File: src/rtl/eqc_pkg.sv
package eqc_pkg;
  localparam int COEF_W  = 16;
  localparam int SLOT_AW = 6;

  // control register bit positions
  localparam int MUTE_BIT = 15;
  localparam int SYM_BIT  = 13;
  localparam int BANK_BIT = 12;

  typedef logic [COEF_W-1:0]  coef_t;
  typedef logic [SLOT_AW-1:0] slot_t;

  typedef struct packed {
    logic  mute;
    logic  sym;
    logic  bank;
    slot_t slot;
  } ctl_t;

  localparam ctl_t CTL_RESET = '{mute: 1'b1, sym: 1'b0, bank: 1'b0, slot: '0};

  // right channel falls back to the left bank when symmetry is set
  function automatic logic eff_bank(input logic chan, input logic sym);
    return chan & ~sym;
  endfunction
endpackage

File: src/rtl/eqc_ctrl.sv
module eqc_ctrl
  import eqc_pkg::*;
(
  input  logic  clk,
  input  logic  rst_n,
  input  logic  wr,
  input  coef_t wdata,
  output ctl_t  ctl,
  output coef_t word
);
  ctl_t ctl_q;

  always_ff @(posedge clk) begin
    if (!rst_n) begin
      ctl_q <= CTL_RESET;
    end else if (wr) begin
      ctl_q.mute <= wdata[MUTE_BIT];
      ctl_q.sym  <= wdata[SYM_BIT];
      ctl_q.bank <= wdata[BANK_BIT];
      ctl_q.slot <= wdata[SLOT_AW-1:0];
    end
  end

  logic unused_wbits;
  assign unused_wbits = ^{wdata[14], wdata[11:SLOT_AW]};

  always_comb begin
    word           = '0;
    word[MUTE_BIT] = ctl_q.mute;
    word[SYM_BIT]  = ctl_q.sym;
    word[BANK_BIT] = ctl_q.bank;
    word[SLOT_AW-1:0] = ctl_q.slot;
  end

  assign ctl = ctl_q;
endmodule

File: src/rtl/eqc_bank.sv
module eqc_bank
  import eqc_pkg::*;
#(
  parameter int DEPTH = 24
) (
  input  logic  clk,
  input  logic  rst_n,
  input  logic  wr_en,
  input  slot_t wr_slot,
  input  coef_t wr_data,
  input  slot_t ra_slot,
  output coef_t ra_data,
  input  slot_t rb_slot,
  output coef_t rb_data
);
  localparam int IW = (DEPTH > 1) ? $clog2(DEPTH) : 1;

  coef_t mem [DEPTH];

  function automatic logic in_range(input slot_t s);
    return int'(s) < DEPTH;
  endfunction

  always_ff @(posedge clk) begin
    if (!rst_n) begin
      for (int i = 0; i < DEPTH; i++) mem[i] <= '0;
    end else if (wr_en && in_range(wr_slot)) begin
      mem[wr_slot[IW-1:0]] <= wr_data;
    end
  end

  assign ra_data = in_range(ra_slot) ? mem[ra_slot[IW-1:0]] : '0;
  assign rb_data = in_range(rb_slot) ? mem[rb_slot[IW-1:0]] : '0;
endmodule

File: src/rtl/eqc_store.sv
module eqc_store
  import eqc_pkg::*;
#(
  parameter int DEPTH = 24
) (
  input  logic        clk,
  input  logic        rst_n,
  input  logic        h_sel,
  input  logic        h_we,
  input  logic [15:0] h_wdata,
  input  logic        h_re,
  output logic [15:0] h_rdata,
  output logic        h_rvalid,
  output logic        wr_ignored,
  input  logic        f_valid,
  input  logic        f_chan,
  input  logic [5:0]  f_addr,
  output logic        f_rvalid,
  output logic [15:0] f_coef,
  output logic        eq_bypass
);
  localparam int NBANK = 2;

  ctl_t  ctl_q;
  coef_t ctl_word;
  coef_t ra_data [NBANK];
  coef_t rb_data [NBANK];
  logic  data_wr;
  logic  host_bank, flt_bank;

  eqc_ctrl u_ctrl (
    .clk   (clk),
    .rst_n (rst_n),
    .wr    (h_we & ~h_sel),
    .wdata (h_wdata),
    .ctl   (ctl_q),
    .word  (ctl_word)
  );

  assign data_wr = h_we & h_sel;

  for (genvar b = 0; b < NBANK; b++) begin : g_bank
    eqc_bank #(.DEPTH(DEPTH)) u_bank (
      .clk     (clk),
      .rst_n   (rst_n),
      .wr_en   (data_wr && ctl_q.mute && (ctl_q.bank == 1'(b))),
      .wr_slot (ctl_q.slot),
      .wr_data (h_wdata),
      .ra_slot (ctl_q.slot),
      .ra_data (ra_data[b]),
      .rb_slot (f_addr),
      .rb_data (rb_data[b])
    );
  end

  assign host_bank = eff_bank(ctl_q.bank, ctl_q.sym);
  assign flt_bank  = eff_bank(f_chan, ctl_q.sym);

  always_ff @(posedge clk) begin
    if (!rst_n) begin
      h_rdata    <= '0;
      h_rvalid   <= 1'b0;
      wr_ignored <= 1'b0;
      f_rvalid   <= 1'b0;
      f_coef     <= '0;
    end else begin
      h_rvalid   <= h_re;
      wr_ignored <= data_wr & ~ctl_q.mute;
      f_rvalid   <= f_valid;
      if (h_re)    h_rdata <= h_sel ? ra_data[host_bank] : ctl_word;
      if (f_valid) f_coef  <= rb_data[flt_bank];
    end
  end

  assign eq_bypass = ctl_q.mute;
endmodule

File: config.mk
export PLATFORM = sky130hd
export DESIGN_NAME = eqc_store
export DESIGN_NICKNAME = d
export VERILOG_FILES = /design/src/rtl/eqc_pkg.sv /design/src/rtl/eqc_ctrl.sv /design/src/rtl/eqc_bank.sv /design/src/rtl/eqc_store.sv
export SDC_FILE = /design/constraint.sdc
export NUM_CORES = 2
export LEC_CHECK = 0
export BUFFER_PORTS_ARGS = -buffer_cell sky130_fd_sc_hd__buf_2
export CAP_MARGIN = 20
export CORE_UTILIZATION = 48
export CTS_BUF_LIST = sky130_fd_sc_hd__clkbuf_4 sky130_fd_sc_hd__clkbuf_8
export CTS_CLUSTER_DIAMETER = 80
export DETAILED_ROUTE_END_ITERATION = 8
export PLACE_DENSITY = 0.64
export SYNTH_ARGS = -nofsm -noshare
export SYNTH_HDL_FRONTEND = slang
export SYNTH_SLANG_ARGS = --single-unit
File: constraint.sdc
create_clock -name clk -period 4.82 [get_ports clk]
set_input_delay 0.241 -clock clk [delete_from_list [all_inputs] [get_ports clk]]
set_output_delay 0.241 -clock clk [all_outputs]
set_load 0.1 [all_outputs]
==> results.sh <==
export IMPL_setup_viol=0
export IMPL_antenna_found_initial=14
export IMPL_cts_tree="built"
export IMPL_die_h_um=337
export IMPL_dieArea_um2=114000
export IMPL_core_area_um2=111000
export IMPL_viasPerCell=6.26
export IMPL_regArea_um2=31700
export IMPL_ys_seq_area_share_pct=58.8
export IMPL_firstDrtPassIters=6
export IMPL_drt_iter0_markers=5318
export IMPL_max_clock_freq_ghz=0.286
export IMPL_maxSlewHeadroom_pct=18.8
export IMPL_timing_rr_end="h_rdata[12]$_SDFFE_PN0P_"
export IMPL_crit_arrival_ns=4.21
export IMPL_synthToLayoutAreaGrowth_pct=11.9
export IMPL_grt_start_max_net_pins=66
export IMPL_synth_cell_area_um2=54000
export IMPL_gp_congestion=0.972
export IMPL_clock_path_buffers=3
export IMPL_r2r_cells=5
export IMPL_drt_wirelength_per_cell_um=31.5
export IMPL_cts_setup_buffers=0
export IMPL_critPathRequiredTime_ns=5.53
export IMPL_crit_path_top_delay_cell="dfxtp_4"
export IMPL_switchingPower_mw=5.46
export IMPL_insertion_delay_ns=0.88
export IMPL_yosys_most_used_dff="edfxtp_1"
export IMPL_ys_warn_count=0
export IMPL_cp_end_kind="flop"
export IMPL_pin_count=65
export IMPL_async_flop_share_pct=0
export IMPL_yosys_area_top_type="edfxtp_1"
export IMPL_finalCriticalPeriod_ns=3.49
export IMPL_min_to="g_bank[1].u_bank.mem[30][3]$_DFFE_PP_"
export IMPL_p_per_area_nw_per_um2=349
export IMPL_drtAntennaViolNets=0
export IMPL_crit_fanout=43
export IMPL_post_route_period_util_pct=72.5
export IMPL_ys_seq_elements=1073
export IMPL_clock_root_buffer="clkbuf_8"
export IMPL_synthCells=3536
export IMPL_cts_sinks=1073
export IMPL_clk_pin_slew_ns=0.06
export IMPL_worstHoldPathType="in -> reg"
export IMPL_tightest_slew_ns=1.21
export IMPL_rows=122
export IMPL_fill_cells=9190
export IMPL_finClkSkew_ns=0.0361
export IMPL_switching_share_pct=25.9
export IMPL_crit_type="reg -> reg"
export IMPL_grt_pass1_wl_um=245000
export IMPL_ys_top_cells_by_area="edfxtp_1, mux4_2, and2_1"
export IMPL_hold_start="h_wdata[3]"
export IMPL_p_int_mw=15.6
export IMPL_synth_edf_count=1024
export IMPL_rsz0062_at_grt="false"
export IMPL_dpl_hpwl_um=112000
export IMPL_whs_path_depth=2
export IMPL_grt_overflow=0
export IMPL_avgSynthCellArea_um2=15.3
export IMPL_num_vias=34437
export IMPL_start_util_pct=48.6
export IMPL_tns_ns=0
export IMPL_critPathLaunchType="flop"
export IMPL_drive_gt1_share_pct=23.9
export IMPL_synth_top_cell_area_share_pct=57.0
export IMPL_rrSetupSlack_ns=1.33
export IMPL_first_global_vias=33248
export IMPL_yosys_cell_types_count=66
export IMPL_die_w_um=337
export IMPL_leakage_nw=21.5
export IMPL_htree_levels=4
export IMPL_p_clk_share_pct=38.3
export IMPL_p_comb_share_pct=10.2
export IMPL_status="completed"
export IMPL_numCtsBuffers=180
export IMPL_drc=0
export IMPL_grt_usage_pct=30.7
export IMPL_ir_drop_mv=0.231
export IMPL_cp_cell_sequence="buf_12 > mux4_2 > and2_1 > a2111oi_0 > o31ai_1"
export IMPL_pre_cts_ws_ns=1.29
export IMPL_drt_total_wl_um=173000
export IMPL_numPortBuffers=64
export IMPL_critPathMaxStageDelay_ns=1.00
export IMPL_drv_cap=0
export IMPL_multi_input_area_um2=21500
export IMPL_final_nets=3887
export IMPL_hold_viol=0
export IMPL_slew_violations=0
export IMPL_fin_ws_ns=1.33
export IMPL_seq_power_share_pct=51.6
-- worst max path at each step --
stage	slack (ns)	start	end	depth (start not counted)
CTS	1.29	flop	h_rdata[12]$_SDFFE_PN0P_	5
floorplan	1.35	u_ctrl.ctl[8]$_SDFFE_PN1P_	g_bank[1].u_bank.mem[10][0]$_SDFFCE_PN0P_	4
detailed placement	1.29	flop	h_rdata[12]$_SDFFE_PN0P_	5
global placement	1.26	flop	h_rdata[12]$_SDFFE_PN0P_	5
global route	1.22	flop	h_rdata[12]$_SDFFE_PN0P_	5
finish	1.33	flop	h_rdata[12]$_SDFFE_PN0P_	5
-- per-layer routing --
| layer | vias up | track usage (%) | part of all wire, % |
|---|---|---|---|
| met5 | - | 0 | 0.061 |
| met4 | 16 | 13.9 | 4.9 |
| met3 | 423 | 8.18 | 12 |
| met2 | 2225 | 46.1 | 45 |
| met1 | 17547 | 41.8 | 38 |
| li1 | 14226 | - | - |
-- cell families (layout without fill, tap and decap cells) --
| logic type | after synthesis | after routing | share of synthesized area [%] |
|---|---|---|---|
| flops | 1073 | 1073 | 58.8 |
| compound gates | 457 | 457 | 5.84 |
| mux | 631 | 631 | 20.3 |
| other cells | 1 | 259 | 0.00695 |
| buf+inv | 345 | 562 | 3.27 |
| simple gates | 1029 | 1029 | 11.8 |
-- metrics by stage --
| step | std cells | hold slack [ns] | utilization (%) | cell area, um2 | power, mW |
|---|---|---|---|---|---|
| 2_1_floorplan | 3791 | 0.340 | - | 54900 | 12.3 |
| 3_3_place_gp | 5150 | 0.512 | 51.0 | 56700 | 13.1 |
| 3_5_place_dp | 5153 | 0.527 | 51.0 | 56700 | 13.1 |
| 4_1_cts | 5494 | 0.0240 | 54.3 | 60300 | 21.1 |
| 5_1_grt | 5498 | 0.0522 | 54.3 | 60400 | 21.7 |
| 6_report | 5499 | 0.0720 | 54.3 | 60400 | 21.1 |
-- placed cells by master, fill, tap and decap left out, types with 12 or more instances in the layout --
cell type	Yosys	final
edfxtp_1	1024	1024
and2_1	778	777
mux4_2	371	371
conb_1	1	256
mux2i_1	254	254
clkbuf_8	0	185
buf_4	38	132
nand2_1	75	75
clkbuf_4	1	73
a21oi_1	72	72
a22oi_1	66	66
buf_2	77	61
o221ai_1	59	59
o22ai_1	50	50
dfxtp_1	49	45
clkinv_1	0	42
o21ai_1	1	37
o21ai_0	84	36
nor2_1	31	30
a211oi_1	29	29
nor2_2	24	25
nor2_4	18	18
a22o_1	18	18
clkinv_2	0	18
nand3_1	17	17
o211ai_1	17	17
a221o_1	15	15
nand3b_1	14	14
nor2b_1	17	14
o21ai_2	0	12
buf_12	0	12
-- power groups by stage --
stage          Combinational (mW)  Clock, mW  Sequential, mW
3_3_place_gp                 2.08          0            11.0
3_5_place_dp                 2.08          0            11.1
6_report                     2.14       8.07            10.9
5_1_grt                      2.21       8.54            10.9
4_1_cts                      2.09       8.16            10.9
2_1_floorplan                1.23          0            11.1
-- worst max-delay path: cells and delay by family, from the launching register on --
family,cells,cell delay (ns)
and+or+nand+nor,1,0.20
DFF,1,1.00
muxes,1,0.56
buffers and inverters,1,0.39
AOI/OAI and AO/OA,2,1.12
-- what timing repair did --
item	CTS	global route
endpoints found under the hold margin	36	0
gates resized for setup	0	0
hold buffers	9	0
setup endpoints to repair	0	0
-- cell type report --
cell class / instances / area share [%]
Tap cell: 1488 / 3.08
Clock inverter: 75 / 0.740
Timing Repair Buffer: 220 / 2.83
Sequential cell: 1073 / 52.6
Multi-Input combinational cell: 2373 / 35.6
Antenna cell: 3 / 0.0124
Inverter: 10 / 0.0622
Clock buffer: 257 / 5.10
-- registers in the layout, indices dropped and copies added (netlist names), named ones only --
signal	count
u_ctrl.ctl	9
wr_ignored	1
f_rvalid	1
h_rdata	16
h_rvalid	1
f_coef	16
g_bank.u_bank.mem	1024
-- synthesized netlist by cell type, types with 4 or more instances --
cell	instances
a2111oi_0	5
a211o_1	4
a211oi_1	29
a21boi_0	8
a21oi_1	72
a221o_1	15
a221oi_1	4
a22o_1	18
a22oi_1	66
a31oi_1	4
and2_1	778
and3_1	7
and3b_1	4
buf_1	8
buf_2	77
buf_4	38
buf_6	28
clkbuf_1	170
clkbuf_2	13
dfxtp_1	49
edfxtp_1	1024
inv_1	7
mux2_2	6
mux2i_1	254
mux4_2	371
nand2_1	75
nand2b_1	5
nand3_1	17
nand3b_1	14
nand4_1	4
nor2_1	31
nor2_2	24
nor2_4	18
nor2b_1	17
nor3_1	4
nor4_1	6
o211ai_1	17
o21ai_0	84
o221ai_1	59
o22ai_1	50
o31ai_1	6
or3_1	4
or3b_4	4
Power figures use the tool's default switching activity.
